`src/rtl/xctl_pkg.sv`:
```
package xctl_pkg;

  typedef enum logic [2:0] {
    MD_COMPAT  = 3'b000,
    MD_BYTE    = 3'b001,
    MD_PPFIFO  = 3'b010,
    MD_ECPFIFO = 3'b011,
    MD_EPP     = 3'b100,
    MD_RSVD    = 3'b101,
    MD_FTEST   = 3'b110,
    MD_CONFIG  = 3'b111
  } xmode_e;

  localparam logic [1:0] ST_SOME  = 2'b00;
  localparam logic [1:0] ST_EMPTY = 2'b01;
  localparam logic [1:0] ST_FULL  = 2'b10;

  localparam int OFS_DATA = 0;
  localparam int OFS_CFGB = 1;
  localparam int OFS_CTL  = 2;

  function automatic int unsigned wrap_inc(int unsigned p, int unsigned depth);
    return (p + 1 >= depth) ? 0 : p + 1;
  endfunction

  function automatic logic [1:0] fifo_status(int unsigned cnt, int unsigned depth);
    if (cnt == 0)          return ST_EMPTY;
    else if (cnt >= depth) return ST_FULL;
    else                   return ST_SOME;
  endfunction

endpackage

```
`src/rtl/xctl_hreg.sv`:
```
module xctl_hreg #(
  parameter int W = 8
) (
  input  logic         clk,
  input  logic         rst_n,
  input  logic         we,
  input  logic [W-1:0] d,
  output logic [W-1:0] q
);
  always_ff @(posedge clk or negedge rst_n) begin
    if (!rst_n)  q <= '0;
    else if (we) q <= d;
  end
endmodule

```
`src/rtl/xctl_mode_reg.sv`:
```
module xctl_mode_reg
  import xctl_pkg::*;
(
  input  logic       clk,
  input  logic       rst_n,
  input  logic       we,
  input  logic [2:0] wmode,
  output xmode_e     mode,
  output logic       chg
);
  assign chg = we && (wmode != mode);

  always_ff @(posedge clk or negedge rst_n) begin
    if (!rst_n)  mode <= MD_COMPAT;
    else if (we) mode <= xmode_e'(wmode);
  end
endmodule

```
`src/rtl/xctl_fifo.sv`:
```
module xctl_fifo
  import xctl_pkg::*;
#(
  parameter int DW    = 8,
  parameter int DEPTH = 2,
  localparam int PW   = (DEPTH > 1) ? $clog2(DEPTH) : 1,
  localparam int CW   = $clog2(DEPTH + 1)
) (
  input  logic          clk,
  input  logic          rst_n,
  input  logic          flush,
  input  logic          push,
  input  logic          pop,
  input  logic [DW-1:0] din,
  output logic [DW-1:0] rd_byte,
  output logic [CW-1:0] cnt
);
  logic [DW-1:0] mem_q [DEPTH];
  logic [DW-1:0] last_q;
  logic [PW-1:0] wr_ptr_q, rd_ptr_q;
  logic          full, empty, push_ok, pop_ok;

  assign full    = (cnt == CW'(DEPTH));
  assign empty   = (cnt == '0);
  assign push_ok = push && !full;
  assign pop_ok  = pop && !empty;
  assign rd_byte = empty ? last_q : mem_q[rd_ptr_q];

  for (genvar g = 0; g < DEPTH; g++) begin : g_slot
    always_ff @(posedge clk or negedge rst_n) begin
      if (!rst_n) mem_q[g] <= '0;
      else if (push_ok && !flush && (wr_ptr_q == PW'(g))) mem_q[g] <= din;
    end
  end

  always_ff @(posedge clk or negedge rst_n) begin
    if (!rst_n) begin
      wr_ptr_q <= '0;
      rd_ptr_q <= '0;
      cnt      <= '0;
      last_q   <= '0;
    end else if (flush) begin
      wr_ptr_q <= '0;
      rd_ptr_q <= '0;
      cnt      <= '0;
    end else begin
      if (push_ok) wr_ptr_q <= PW'(wrap_inc(int'(wr_ptr_q), DEPTH));
      if (pop_ok) begin
        rd_ptr_q <= PW'(wrap_inc(int'(rd_ptr_q), DEPTH));
        last_q   <= mem_q[rd_ptr_q];
      end
      case ({push_ok, pop_ok})
        2'b10:   cnt <= cnt + CW'(1);
        2'b01:   cnt <= cnt - CW'(1);
        default: cnt <= cnt;
      endcase
    end
  end
endmodule

```
`src/rtl/xctl_regbank.sv`:
```
module xctl_regbank
  import xctl_pkg::*;
#(
  parameter int DW    = 8,
  parameter int DEPTH = 2,
  parameter int AW    = 3,
  localparam int CW   = $clog2(DEPTH + 1)
) (
  input  logic          clk,
  input  logic          rst_n,
  input  logic          wr_en,
  input  logic          rd_en,
  input  logic [AW-1:0] addr,
  input  logic [DW-1:0] wdata,
  output logic [DW-1:0] rdata
);
  xmode_e        mode;
  logic          is_ftest, rd_act;
  logic          push_req, pop_req, hold_we, cfg_we, ecr_we, mode_chg;
  logic [DW-1:0] hold_q, cfgb_q, fifo_rd;
  logic [CW-1:0] fifo_cnt;
  logic [1:0]    status;

  assign is_ftest = (mode == MD_FTEST);
  assign rd_act   = rd_en && !wr_en;
  assign push_req = wr_en  && (addr == AW'(OFS_DATA)) && is_ftest;
  assign pop_req  = rd_act && (addr == AW'(OFS_DATA)) && is_ftest;
  assign hold_we  = wr_en  && (addr == AW'(OFS_DATA)) && !is_ftest;
  assign cfg_we   = wr_en  && (addr == AW'(OFS_CFGB));
  assign ecr_we   = wr_en  && (addr == AW'(OFS_CTL));
  assign status   = fifo_status(int'(fifo_cnt), DEPTH);

  xctl_mode_reg u_mode (
    .clk(clk), .rst_n(rst_n), .we(ecr_we), .wmode(wdata[DW-1:DW-3]),
    .mode(mode), .chg(mode_chg)
  );

  xctl_hreg #(.W(DW)) u_hold (
    .clk(clk), .rst_n(rst_n), .we(hold_we), .d(wdata), .q(hold_q)
  );

  xctl_hreg #(.W(DW)) u_cfgb (
    .clk(clk), .rst_n(rst_n), .we(cfg_we), .d(wdata), .q(cfgb_q)
  );

  xctl_fifo #(.DW(DW), .DEPTH(DEPTH)) u_fifo (
    .clk(clk), .rst_n(rst_n), .flush(mode_chg), .push(push_req), .pop(pop_req),
    .din(wdata), .rd_byte(fifo_rd), .cnt(fifo_cnt)
  );

  always_comb begin
    rdata = '0;
    case (addr)
      AW'(OFS_DATA): rdata = is_ftest ? fifo_rd : hold_q;
      AW'(OFS_CFGB): rdata = cfgb_q;
      AW'(OFS_CTL):  rdata = {mode, {(DW-5){1'b0}}, status};
      default:       rdata = '0;
    endcase
  end
endmodule

```
`config.mk`:
```
export PLATFORM = sky130hd
export DESIGN_NAME = xctl_regbank
export DESIGN_NICKNAME = d
export VERILOG_FILES = /design/src/rtl/xctl_pkg.sv /design/src/rtl/xctl_hreg.sv /design/src/rtl/xctl_mode_reg.sv /design/src/rtl/xctl_fifo.sv /design/src/rtl/xctl_regbank.sv
export SDC_FILE = /design/constraint.sdc
export NUM_CORES = 1
export LEC_CHECK = 0
export BUFFER_PORTS_ARGS = -buffer_cell sky130_fd_sc_hd__buf_4
export CORE_AREA = 2 2 62 93
export CTS_CLUSTER_SIZE = 12
export DETAILED_ROUTE_END_ITERATION = 8
export DIE_AREA = 0 0 64 95
export PLACE_DENSITY = 0.64
export SLEW_MARGIN = 25
export SYNTH_ARGS = -nofsm -noshare
export SYNTH_HDL_FRONTEND = slang
export SYNTH_SLANG_ARGS = --single-unit
```
`constraint.sdc`:
```
create_clock -name clk -period 2.2 [get_ports clk]
set_clock_uncertainty 0.2 [all_clocks]
set_input_delay 0.22 -clock clk [delete_from_list [all_inputs] [get_ports clk]]
set_output_delay 0.22 -clock clk [all_outputs]
set_load 0.005 [all_outputs]
```
* Word-level counts from Yosys, hierarchy flattened
Cells that the tools add are included.
Storage, ports and cells: bits in registers 47, input port bits 15, output and inout port bits 8, word-level logic and storage cells 68
Cells by class: $add $sub $neg 4, order comparisons 4, equality and inequality tests 7, mux-type cells 16, bitwise logic cells 3, reductions and logical operators 25
Operators with widths (count):
- 2-to-1 mux 8 bit | 5
- case mux 8 bit (3 select lines) | 1
- logical AND 1 bit | 14
- >= comparator 2 bit, second input constant | 4
- 2-to-1 mux 1 bit | 6
- 2-to-1 mux 2 bit | 3
- logical NOT 1 bit | 5
- adder 1 x 1 -> 2 bit, second input constant | 2
- equality test 2 bit, second input constant | 2
- case mux 2 bit (2 select lines) | 1
- nonzero test 2 bit | 2
- equality test 3 x 1 -> 1 bit, second input constant | 1
- equality test 3 x 2 -> 1 bit, second input constant | 1
- equality test 3 bit, second input constant | 1
- logical NOT 3 bit | 1
- inequality test 3 bit | 1
- nonzero test 3 bit | 1
- adder 2 x 1 -> 2 bit, second input constant | 1
- equality test 2 x 1 -> 1 bit, second input constant | 1
- logical NOT 2 bit | 1
- inverter 1 bit | 2
- inverter 1 -> 2 bit | 1
- AND reduction 2 bit | 1
- subtractor 2 x 1 -> 2 bit, second input constant | 1

* Logic depth before layout (Yosys ltp)
Gate-level depths: netlist of the first run.
word-level depth 8, gate-level depth with buffers 10, gate-level depth less buffers 8

* By module
A second synthesis of the first run with hierarchy kept.
Unflattened totals: cell total of the unflattened synthesis 196, area, all modules 2443.6 sq um
By module, submodules not included:
- xctl_fifo | instances 1, cells each 111, area an instance 1333.8 sq um, seq. area each 700.7 sq um
- xctl_hreg | instances 2, cells each 17, area an instance 331.6 sq um, seq. area each 200.2 sq um
- xctl_regbank | instances 1, cells each 41, area an instance 302.8 sq um, seq. area each 0.0 sq um
- xctl_mode_reg | instances 1, cells each 10, area an instance 143.9 sq um, seq. area each 75.1 sq um

* Worst setup path after synthesis of the first run
No wires, ideal clock.
path type register -> register, from reg u_fifo.cnt[0], to reg u_fifo.cnt[1], arrival 1.893 ns, required time 1.880 ns, path slack -0.013 ns, stages on the path, launching flop included 9, path buffers 1, clock period less this slack 2.213 ns, cell sequence dfrtp_1 > or2_2 > nand4_1 > clkbuf_1 > inv_1 > ha_1 > nor2_1 > xnor2_1 > nor2_1
Between the ends: longest elaborated chain between the ends 6
Ends and longest elaborated chain:
- start, declared | RTL line xctl_fifo.sv:16 | output logic [CW-1:0] cnt
- start signal, assigned | RTL line xctl_fifo.sv:53 | 2'b10: cnt <= cnt + CW'(1);
- start signal, assigned | RTL line xctl_fifo.sv:54 | 2'b01: cnt <= cnt - CW'(1);
- start signal, assigned | RTL line xctl_fifo.sv:55 | default: cnt <= cnt;
- equality test 2 bit / logical NOT 2 bit (equally long branches) | RTL line xctl_fifo.sv:23, xctl_fifo.sv:24
- logical NOT 1 bit, on equally long branches | RTL line xctl_fifo.sv:25, xctl_fifo.sv:26
- logical AND 1 bit, on equally long branches | RTL line xctl_fifo.sv:25, xctl_fifo.sv:26
- equality test 2 x 1 -> 1 bit / equality test 2 bit (equally long branches) | RTL line xctl_fifo.sv:52 | case ({push_ok, pop_ok})
- case mux 2 bit (2 select lines) | RTL line xctl_fifo.sv:52
- 2-to-1 mux 2 bit | RTL line xctl_fifo.sv:42 | end else if (flush) begin
Parallel ways exist; a longest one is shown, timed or not. A chain may end at the register's enable or synchronous reset.

* Worst setup path in the final report of the first run
from reg u_mode.mode[2], to out rdata[7]
Between the ends: longest elaborated chain between the ends 3
Ends and longest elaborated chain:
- start, declared | RTL line xctl_mode_reg.sv:8 | output xmode_e mode,
- start signal, assigned | RTL line xctl_mode_reg.sv:15 | else if (we) mode <= xmode_e'(wmode);
- equality test 3 bit | RTL line xctl_regbank.sv:24 | assign is_ftest = (mode == MD_FTEST);
- 2-to-1 mux 8 bit | RTL line xctl_regbank.sv:54 | AW'(OFS_DATA): rdata = is_ftest ? fifo_rd : hold_q;
- case mux 8 bit (3 select lines) * | RTL line xctl_regbank.sv:53 | case (addr)
- end, declared | RTL line xctl_regbank.sv:15 | output logic [DW-1:0] rdata
Every way passes the cells marked *; elsewhere a longest branch is shown, timed or not.

==> results of run 1 <==
worst register-to-register path, stage by stage (launching register included):
cell and delay (ns):
dfrtp_1 0.41, and3b_2 0.30, buf_4 0.15, o2111ai_4 0.15, or2_2 0.45, mux2_4 0.34
report_power, final:
group,total (uW),internal (uW),switching (uW)
logic,442,242,201
clock network,507,222,284
registers,1060,988,73.5
total,2010,1450,559
kinds of logic (layout without fill, tap and decap cells):
group / Yosys count / count (layout) / share of synthesized area
DFF: 47 / 47 / 0.515
xor gates and xnor gates: 7 / 7 / 0.0269
muxes: 43 / 43 / 0.221
AOI/OAI and AO/OA: 35 / 35 / 0.111
buffers and inverters: 10 / 58 / 0.0230
adders and majority gates: 1 / 1 / 0.00548
and+or+nand+nor: 44 / 44 / 0.0970
what timing repair did:
action | in CTS | in global routing
hold buffers | 6 | 0
setup buffers | 4 | 3
pin swaps | 2 | 3
endpoints found under the setup margin | 8 | 16
hold endpoints to repair | 67 | 0
gates resized for setup | 2 | 7
cloned | 0 | 0
stage by stage:
| stage | power (uW) | worst slack (ns) | instance area, sq um | instances |
|---|---|---|---|---|
| 6_report | 2010 | 0.0808 | 2810 | 305 |
| 5_1_grt | 2130 | 0.00400 | 2810 | 305 |
| 4_1_cts | 2000 | 0.000542 | 2760 | 302 |
| 3_5_place_dp | 1470 | 0.0766 | 2580 | 284 |
| 3_3_place_gp | 1460 | 0.0983 | 2580 | 284 |
| 2_1_floorplan | 1310 | 0.0414 | 2280 | 187 |
Yosys cell counts, types with 2 or more instances:
| master | instances | area, sq um |
|---|---|---|
| mux2_4 | 8 | 120 |
| and2_1 | 2 | 12.5 |
| mux2i_1 | 8 | 80.1 |
| nand2_1 | 10 | 37.5 |
| xnor2_1 | 2 | 17.5 |
| xor2_1 | 5 | 43.8 |
| o21ai_0 | 11 | 55.1 |
| clkbuf_1 | 2 | 7.51 |
| a211oi_1 | 5 | 37.5 |
| a21oi_1 | 3 | 15.0 |
| nor2_1 | 19 | 71.3 |
| a211o_1 | 5 | 43.8 |
| mux2_2 | 27 | 304 |
| nor2b_1 | 4 | 25.0 |
| buf_2 | 3 | 15.0 |
| a22oi_1 | 8 | 60.1 |
| inv_1 | 3 | 11.3 |
| dfrtp_1 | 47 | 1180 |
cell type report:
class                   instances  share of cell area
flip-flops and latches         47               0.419
multi-input cells             130               0.384
repair buffers                 47               0.131
well taps                      70              0.0312
clock buffers                   6              0.0258
clock inverters                 2             0.00446
inverters                       3             0.00401
registers in the layout, indices dropped and copies added (netlist names):
register / cells
u_cfgb.q: 8
u_fifo.cnt: 2
u_fifo.last_q: 8
u_fifo.mem_q: 16
u_fifo.rd_ptr_q: 1
u_fifo.wr_ptr_q: 1
u_hold.q: 8
u_mode.mode: 3
per-layer routing:
layer  routed length [microns]  share of wire  vias to the layer above  global-route usage
met5                         0              0                        -                   0
met4                       110          0.022                        0              0.0688
met3                       148          0.029                        8              0.0286
met2                      2600           0.51                       33               0.310
met1                      2230           0.44                      793               0.235
li1                          -              -                      759                   -
path summary, 6_finish.rpt:
kind	from	to	slack, ns	cells past startpoint
max	u_mode.mode[2]$_DFFE_PN0P_	rdata[7]	0.08	6
min reg2reg	u_fifo.last_q[1]$_DFFE_PN0P_	u_fifo.last_q[1]$_DFFE_PN0P_	0.29	2
max reg2reg	u_mode.mode[0]$_DFFE_PN0P_	u_fifo.mem_q[4]$_DFFE_PN0P_	0.09	5
min in group asynchronous	rst_n	u_cfgb.q[6]$_DFFE_PN0P_	0.26	2
min	wdata[7]	u_cfgb.q[7]$_DFFE_PN0P_	0.02	2
max in group asynchronous	rst_n	u_fifo.rd_ptr_q$_DFFE_PN0P_	1.10	2
==> metrics.cfg, run 1 <==
[grt]
grt_usage=0.183
grt_start_max_net_pins=48
antenna_found_initial=0
grt_pass1_vias=1628
grt_pass1_wl_mm=8.25
overflow=0

[clock_network]
numCtsBuffers=5
htreeDepth=2
root_buffer=clkbuf_8
clk_pin_slew_worst_paths_ns=0.08
cts_tree=built
clock_latency_ns=0.29
clock_path_buffers=2
clkSinkCount=47

[critical_path]
max_stage_delay_ns=0.42
path_buf_inv=2
critPathLaunchType=flop
critPathSlowestCell=dfrtp_1
crit_top_cell=buf_4
crit_arrival_ns=1.70
worstPathRequired_ns=1.78
path_class=flop to primary output
crit_family=flip-flops
cp_cell_sequence=and3b_2, nand2_1, buf_4, a211oi_2, a211o_1, buf_4
path_max_fanout=8
crit_path_end_kind=primary output

[detailed_routing]
drc=0
wl_per_cell_microns=16.7
vias_per_cell=5.22
postRouteAntennaNets=0
wl_mm=5.08
vias=1593
drt_iter0_markers=53
dr.pass1.iters=4

[timing]
slew_violations=0
tns_ns=0
rsz0062_at_grt=false
slew_headroom=0.603
worst_pin_slew_ns=0.596
setup_viol=0
clock.fmax_mhz=472
min_period_ns=2.12
hold_viol=0
whs_ns=0.0184
period_share=0.963

[synth]
ys_ff_latch=47
syn_inst=187
synth_area_sq_um=2280
synth_edf_count=0
async_reset_ff_frac=1.00
ys.warnings.count=0
synthFlopType=dfrtp_1
synth.net_count=203
synth.distinct_cells=33
post_synth.cell_area_avg_sq_um=12.2
seq_area_frac_synth=0.515

[final_layout]
finalCoreUtilization=0.527
drive_gt1_frac=0.404
nFillCells=464
finish.net_count=250
layout_commonest_cell=dfrtp_1
regArea_sq_um=1180
syn_to_final_growth_pct=23.0
multi_input_area_sq_um=1080
n_antenna_cell=0
layout_common_cells=dfrtp_1 (46), buf_4 (41), mux2_2 (27)

[flow_run]
cap_violations=0

[floorplanning]
rows=33
dieArea_sq_um=6080
ioPinCount=23
die_width_microns=64
start_util=0.428
die_y_microns=95
core_sq_um=5330

[power_and_ir_drop]
p_leak_uw=0.00129
powerDensity_nw_per_um2=716
vdd_drop_max_uv=451

[place]
io_buffer_count=22
place_congestion=0.839
dp_hpwl_mm=3.42

[min_path]
hp-class=input port to flop

[run_status]
status=finished clean

Power figures use the tool's default switching activity.
==> inputs of run 2 (changes only) <==
--- a/config.mk
+++ b/config.mk
@@ -5,12 +5,12 @@
 export SDC_FILE = /design/constraint.sdc
 export NUM_CORES = 1
 export LEC_CHECK = 0
-export BUFFER_PORTS_ARGS = -buffer_cell sky130_fd_sc_hd__buf_4
 export CORE_AREA = 2 2 62 93
 export CTS_CLUSTER_SIZE = 12
 export DETAILED_ROUTE_END_ITERATION = 8
 export DIE_AREA = 0 0 64 95
-export PLACE_DENSITY = 0.64
+export DONT_BUFFER_PORTS = 1
+export PLACE_DENSITY = 0.6
 export SLEW_MARGIN = 25
 export SYNTH_ARGS = -nofsm -noshare
 export SYNTH_HDL_FRONTEND = slang
==> constraint.sdc (replaced) <==
create_clock -name clk -period 1.76 [get_ports clk]
set_clock_uncertainty 0.2 [all_clocks]
set_input_delay 0.176 -clock clk [delete_from_list [all_inputs] [get_ports clk]]
set_output_delay 0.176 -clock clk [all_outputs]
set_load 0.005 [all_outputs]
==> metrics.cfg, run 2 (synthesized netlist as in run 1, its figures left out) <==
[run_status]
status=complete, but fails checks
violations=negative setup slack

[timing]
slew_violations=0  ; unchanged
fin_ws_ns=-0.294  ; -0.375 ns
clock.fmax_mhz=487
period_share=1.17
slew_headroom=0.707  ; +0.104
rsz0062_at_grt=true
min_period_ns=2.05
setup_viol=34  ; +34
hold_viol=0  ; unchanged
worst_pin_slew_ns=0.439  ; -0.157 ns

[grt]
grt_pass1_wl_mm=8.91  ; +8.1%
grt_start_max_net_pins=48  ; unchanged
grt_pass1_vias=1757  ; +7.9%
top_usage_layer=met2
grt_util_met3=0.0346  ; +0.00596
grt_usage=0.195  ; +0.0119
grt_util_met2=0.339  ; +0.0295
gr-usage-met1=0.229  ; -0.00618
overflow=0  ; unchanged
antenna_found_initial=0  ; unchanged

[clock_network]
numCtsBuffers=5  ; unchanged
clock_path_buffers=2  ; unchanged
root_buffer=clkbuf_8
clk_pin_slew_worst_paths_ns=0.10  ; +0.02 ns
clkSinkCount=47  ; unchanged
clock_latency_ns=0.31  ; +0.02 ns
htreeDepth=2  ; unchanged
cts_tree=built

[floorplanning]
core_sq_um=5330  ; unchanged
die_width_microns=64  ; unchanged
start_util=0.428  ; unchanged
rows=33  ; unchanged
dieArea_sq_um=6080  ; unchanged
ioPinCount=23  ; unchanged
die_y_microns=95  ; unchanged

[power_and_ir_drop]
vdd_drop_max_uv=502  ; +11%
p_switching_uw=723  ; +29%
powerDensity_nw_per_um2=938  ; +31%
pwr-share-comb=0.202  ; -0.018
p_leak_uw=0.00127  ; -1.2%
seq_power_share=0.492  ; -0.036
clkPwrFrac=0.306  ; +0.054
swShare=0.269  ; -0.00847
internal-power_uw=1960  ; +35%

[detailed_routing]
dr.pass1.iters=4  ; unchanged
drc=0  ; unchanged
vias_per_cell=5.42  ; +3.7%
wl_mm=5.39  ; +6.0%
drt_iter0_markers=30  ; -43%
postRouteAntennaNets=0  ; unchanged
wl_per_cell_microns=18.3  ; +10%
vias=1593  ; unchanged

[critical_path]
crit_path_end_kind=primary output
critPathLaunchType=flop
r2r_end=u_fifo.cnt[1]$_DFFE_PN0P_
cp_cell_sequence=and3b_2, buf_6, nor4_4, buf_12, a22oi_1, o21ai_1
path_class=flop to primary output
r2r-start=u_mode.mode[0]$_DFFE_PN0P_
path_max_fanout=5  ; -3
worstPathRequired_ns=1.38  ; -0.40 ns
rr_worst_depth=9  ; +4
ff2ff_setup_slack_ns=-0.22  ; -0.31 ns
max_stage_delay_ns=0.39  ; -0.03 ns
critPathSlowestCell=dfrtp_1
crit_arrival_ns=1.68  ; -0.02 ns

[final_layout]
largest_register_ffs=16  ; unchanged
drive_gt1_frac=0.371  ; -0.0337
layout_common_cells=dfrtp_1 (47), mux2_2 (27), nor2_1 (17)
n_antenna_cell=0  ; unchanged
regMostFlops=u_fifo.mem_q
fin_area_sq_um=2860  ; +1.8%
layout_commonest_cell=dfrtp_1
nFillCells=456  ; -1.7%
finish.net_count=239  ; -4.4%
syn_to_final_growth_pct=25.3

[place]
postPlaceCellArea_sq_um=2550  ; -1.3%
place_congestion=0.828  ; -1.3%
dp_hpwl_mm=3.84  ; +12%
io_buffer_count=0  ; -100%
place_ws_ns=-0.190  ; -0.266 ns

[min_path]
hold_start=wdata[7]
hp-class=input port to flop
hold_depth=3  ; +1
hold_path_end=u_fifo.cnt[0]$_DFFE_PN0P_

[flow_run]
cap_violations=0  ; unchanged

[run 2: cell count changes in the layout (fill, tap and decap cells not counted), moves of 2 or more]
| cell | previous run | this run |
|---|---|---|
| buf_6 | 0 | 8 |
| dlygate4sd3_1 | 6 | 9 |
| a211oi_1 | 2 | 4 |
| a211oi_2 | 3 | 1 |
| o21ai_1 | 0 | 3 |
| buf_4 | 41 | 16 |
| o21ai_0 | 11 | 8 |
| buf_12 | 0 | 2 |
[run 2: through the flow]
| stage | setup TNS, ns | power (uW) | hold WS, ns | instances | utilization |
|---|---|---|---|---|---|
| 2_1_floorplan | -2.46 | 1650 | -0.320 | 187 | - |
| 3_3_place_gp | -1.13 | 1770 | -0.318 | 273 | 0.479 |
| 3_5_place_dp | -1.95 | 1800 | -0.318 | 273 | 0.479 |
| 4_1_cts | -4.79 | 2700 | 0.111 | 292 | 0.532 |
| 5_1_grt | -7.49 | 2820 | 0.142 | 294 | 0.537 |
| 6_report | -5.51 | 2680 | 0.108 | 294 | 0.537 |
[run 2: final cells by class]
cell class	instances	area [sq um]	share of cell area
clock buffer	5	68.8	0.0241
tap	70	87.6	0.0306
clock inverter	3	47.5	0.0166
multi-input combinational	130	1100	0.384
inverter	3	13.8	0.00481
timing repair buffer	36	368	0.129
sequential	47	1180	0.411
[run 2: critical path, delay by kind of cell (launching register included)]
family,cells,cell delay (ns)
buffers and inverters,2,0.28
DFF,1,0.39
and+or+nand+nor,2,0.47
AOI/OAI and AO/OA,2,0.22
[run 2: worst max path at each step]
stage                                     from                   endpoint  slack, ns
floorplan           u_mode.mode[0]$_DFFE_PN0P_  u_fifo.cnt[1]$_DFFE_PN0P_      -0.34
global placement    u_mode.mode[0]$_DFFE_PN0P_  u_fifo.cnt[1]$_DFFE_PN0P_      -0.12
detailed placement  u_mode.mode[0]$_DFFE_PN0P_  u_fifo.cnt[1]$_DFFE_PN0P_      -0.19
CTS                 u_mode.mode[2]$_DFFE_PN0P_                   rdata[4]      -0.30
global route        u_mode.mode[2]$_DFFE_PN0P_                   rdata[4]      -0.37
finish              u_mode.mode[2]$_DFFE_PN0P_                   rdata[4]      -0.29
[run 2: power by group through the flow]
stage | Sequential, uW | Clock [uW] | Combinational, uW
floorplan | 1330 | 0 | 317
global placement | 1330 | 0 | 441
detailed placement | 1340 | 0 | 457
CTS | 1320 | 840 | 539
global route | 1340 | 887 | 595
finish | 1320 | 821 | 543
[run 2: metal layers]
layer | vias to the layer above | wire [microns]
met1 | 805 | 2180
met5 | - | 0
li1 | 742 | -
met2 | 31 | 2820
met3 | 15 | 200
met4 | 0 | 185
[run 2: repair_timing]
action / CTS / global route
endpoints found under the hold margin: 82 / 0
gates resized for setup: 15 / 3
hold buffers: 10 / 0
setup endpoints to repair: 31 / 34
setup buffers: 1 / 2
pin swaps: 4 / 1
==> inputs of run 3 (changes only) <==
--- a/config.mk
+++ b/config.mk
@@ -5,13 +5,14 @@
 export SDC_FILE = /design/constraint.sdc
 export NUM_CORES = 1
 export LEC_CHECK = 0
-export CORE_AREA = 2 2 62 93
+export CORE_AREA = 2 2 64 96
 export CTS_CLUSTER_SIZE = 12
 export DETAILED_ROUTE_END_ITERATION = 8
-export DIE_AREA = 0 0 64 95
+export DIE_AREA = 0 0 66 98
 export DONT_BUFFER_PORTS = 1
 export PLACE_DENSITY = 0.6
 export SLEW_MARGIN = 25
 export SYNTH_ARGS = -nofsm -noshare
 export SYNTH_HDL_FRONTEND = slang
+export SYNTH_HIERARCHICAL = 1
 export SYNTH_SLANG_ARGS = --single-unit
==> metrics.cfg, run 3 <==
[place]
io_buffer_count=0  ; unchanged
dp_hpwl_mm=3.84  ; about the same
place_congestion=0.769  ; -7.1%
place_ws_ns=-0.461  ; -0.271 ns

[clock_network]
clock_path_buffers=2  ; unchanged
numCtsBuffers=5  ; unchanged
clkSinkCount=47  ; unchanged
cts_tree=built
root_buffer=clkbuf_8
clock_latency_ns=0.31  ; about the same
clk_pin_slew_worst_paths_ns=0.09  ; about the same
htreeDepth=2  ; unchanged

[floorplanning]
die_width_microns=66  ; +3.1%
die_y_microns=98  ; +3.2%
rows=34  ; +3.0%
start_util=0.429  ; about the same
core_sq_um=5700  ; +7.0%
ioPinCount=23  ; unchanged
dieArea_sq_um=6470  ; +6.4%

[grt]
grt_usage=0.208  ; +0.0130
overflow=0  ; unchanged
antenna_found_initial=0  ; unchanged
grt_start_max_net_pins=48  ; unchanged
grt_pass1_vias=1975  ; +12%
grt_pass1_wl_mm=10.3  ; +16%

[synth]
yosysMostFrequentCell=dfrtp_1
async_reset_ff_frac=1.00  ; unchanged
synth_edf_count=0  ; unchanged
post_synth.cell_area_avg_sq_um=12.5  ; +2.2%
synth.top_cell.area_share=0.481  ; -0.0340
seq_area_frac_synth=0.481  ; -0.0340
synth.net_count=211  ; +3.9%
ys.warnings.count=6  ; +6
synthFlopType=dfrtp_1
synth.top_cells.by_area=dfrtp_1 (48%), mux2_4 (15%), mux2i_1 (6.6%)
ys_ff_latch=47  ; unchanged
synth_area_sq_um=2440  ; +7.1%
synth_commonest_cells=dfrtp_1 (47), mux2_4 (24), mux2i_1 (16), nor2_1 (12)
synth.distinct_cells=36  ; +9.1%
syn_inst=196  ; +4.8%
synth_area_leader_cell=dfrtp_1

[critical_path]
ff2ff_setup_slack_ns=-0.43  ; -0.21 ns
max_stage_delay_ns=0.65  ; +0.26 ns
critPathLaunchType=flop
path_max_fanout=8  ; +3
r2r-start=u_mode/mode[2]$_DFFE_PN0P_
r2r_end=u_fifo/mem_q[7]$_DFFE_PN0P_
crit_arrival_ns=2.18  ; +0.50 ns
path_class=flop to flop
critPathSlowestCell=or4b_4
cp_cell_sequence=xor2_1, o31a_1, or4b_4, mux2_4
crit_path_end_kind=flop
worstPathRequired_ns=1.75  ; +0.37 ns
rr_worst_depth=4  ; -5

[detailed_routing]
wl_per_cell_microns=20.0  ; +9.2%
wl_mm=6.24  ; +16%
postRouteAntennaNets=0  ; unchanged
drt_iter0_markers=80  ; +170%
vias=1784  ; +12%
dr.pass1.iters=4  ; unchanged
drc=0  ; unchanged
vias_per_cell=5.72  ; +5.5%

[min_path]
hold_depth=4  ; +1
hold_start=wr_en
hp-class=input port to flop
hold_path_end=u_fifo/last_q[5]$_DFFE_PN0P_

[final_layout]
nFillCells=486  ; +6.6%
largest_register_ffs=16  ; unchanged
syn_to_final_growth_pct=29.1
layout_common_cells=dfrtp_1 (47), mux2_4 (32), buf_4 (25)
layout_commonest_cell=dfrtp_1
finalCoreUtilization=0.553  ; +0.0166
regMostFlops=u_fifo/mem_q
n_antenna_cell=0  ; unchanged
finish.net_count=254  ; +6.3%
drive_gt1_frac=0.438  ; +0.0670

[timing]
tns_ns=-9.51  ; -4.00 ns
min_period_ns=2.19  ; +0.133 ns
period_share=1.24  ; +0.0754
whs_ns=0.0735  ; -0.0344 ns
worst_pin_slew_ns=0.430  ; -0.00921 ns
rsz0062_at_grt=true
clock.fmax_mhz=457  ; -6.1%
fin_ws_ns=-0.427  ; -0.133 ns
slew_headroom=0.713  ; +0.00615
slew_violations=0  ; unchanged
setup_viol=44  ; +29%
hold_viol=0  ; unchanged

[run_status]
violations=negative setup slack
status=complete, but fails checks

[power_and_ir_drop]
p_leak_uw=0.00144  ; +13%
vdd_drop_max_uv=522  ; +4.1%
p_total_uw=2890  ; +7.5%
powerDensity_nw_per_um2=915  ; -2.5%

[flow_run]
cap_violations=0  ; unchanged

==> run 3: cell types whose count changed in the layout (fill, tap and decap cells not counted), sizes merged, moves of 3 or more <==
cell / previous run / this run
a22oi: 8 / 5
a21oi: 3 / 10
o21ai: 11 / 14
nor2: 20 / 12
o31ai: 0 / 8
a211o: 5 / 0
buf: 27 / 38
o22ai: 0 / 5
mux2i: 8 / 16
nand2: 10 / 5
a211oi: 5 / 0
==> run 3: worst max-delay path by stage <==
stage | cells past startpoint | to | slack (ns) | start
6_report | 4 | u_fifo/mem_q[7]$_DFFE_PN0P_ | -0.43 | u_mode/mode[2]$_DFFE_PN0P_
5_1_grt | 5 | u_fifo/mem_q[6]$_DFFE_PN0P_ | -0.46 | u_mode/mode[0]$_DFFE_PN0P_
4_1_cts | 5 | u_fifo/mem_q[7]$_DFFE_PN0P_ | -0.42 | u_mode/mode[2]$_DFFE_PN0P_
3_5_place_dp | 5 | u_fifo/mem_q[0]$_DFFE_PN0P_ | -0.46 | u_mode/mode[0]$_DFFE_PN0P_
3_3_place_gp | 5 | u_fifo/mem_q[2]$_DFFE_PN0P_ | -0.43 | u_mode/mode[0]$_DFFE_PN0P_
2_1_floorplan | 8 | u_fifo/mem_q[0]$_DFFE_PN0P_ | -0.57 | addr[2]
==> run 3: cell type report <==
type / instances / area [sq um] / area share
Clock buffer: 5 / 68.8 / 0.0218
Tap cell: 72 / 90.1 / 0.0286
Multi-Input combinational cell: 135 / 1300 / 0.413
Sequential cell: 47 / 1180 / 0.373
Inverter: 3 / 11.3 / 0.00357
Clock inverter: 3 / 47.5 / 0.0151
Timing Repair Buffer: 47 / 458 / 0.145
==> run 3: per-layer routing <==
metal  up-vias  part of all wire  track usage
li1        805                 -            -
met1       904              0.41        0.280
met2        63              0.50        0.330
met3        12             0.059       0.0392
met4         0             0.025       0.0816
met5         -                 0            0
==> run 3: repair_timing <==
item | in CTS | in global routing
cloned | 2 | 1
resized for setup | 45 | 3
pin swaps | 14 | 6
endpoints found under the hold margin | 82 | 0
hold buffers | 10 | 0
setup buffers | 8 | 0
endpoints found under the setup margin | 44 | 44
==> run 3: cell families (layout without fill, tap and decap cells) <==
family	after synthesis	after routing	share of synthesized area
compound gates	45	45	0.113
buf+inv	15	58	0.0399
simple gates	34	35	0.0876
flops	47	47	0.481
mux	51	51	0.264
xor+xnor	4	4	0.0143
==> run 3: power by group <==
| part | switching (uW) | leakage (uW) | total, uW | internal [uW] |
|---|---|---|---|---|
| sequential | 112 | 0.000614 | 1350 | 1230 |
| combinational | 298 | 0.000766 | 708 | 410 |
| clock | 399 | 0.0000587 | 830 | 431 |
| total | 809 | 0.00144 | 2890 | 2080 |
==> run 3: critical path: cells and delay by family, from the launching register on <==
family	cells	cell delay [ns]
AOI/OAI and AO/OA	1	0.33
DFF	1	0.41
xor gates and xnor gates	1	0.15
muxes	1	0.34
and+or+nand+nor	1	0.65
==> run 3: through the flow <==
step                      area [sq um]  instances
after detailed placement          2710        285
after CTS                         3170        313
after global placement            2710        285
after global routing              3150        312
final                             3150        312
after floorplan                   2480        196
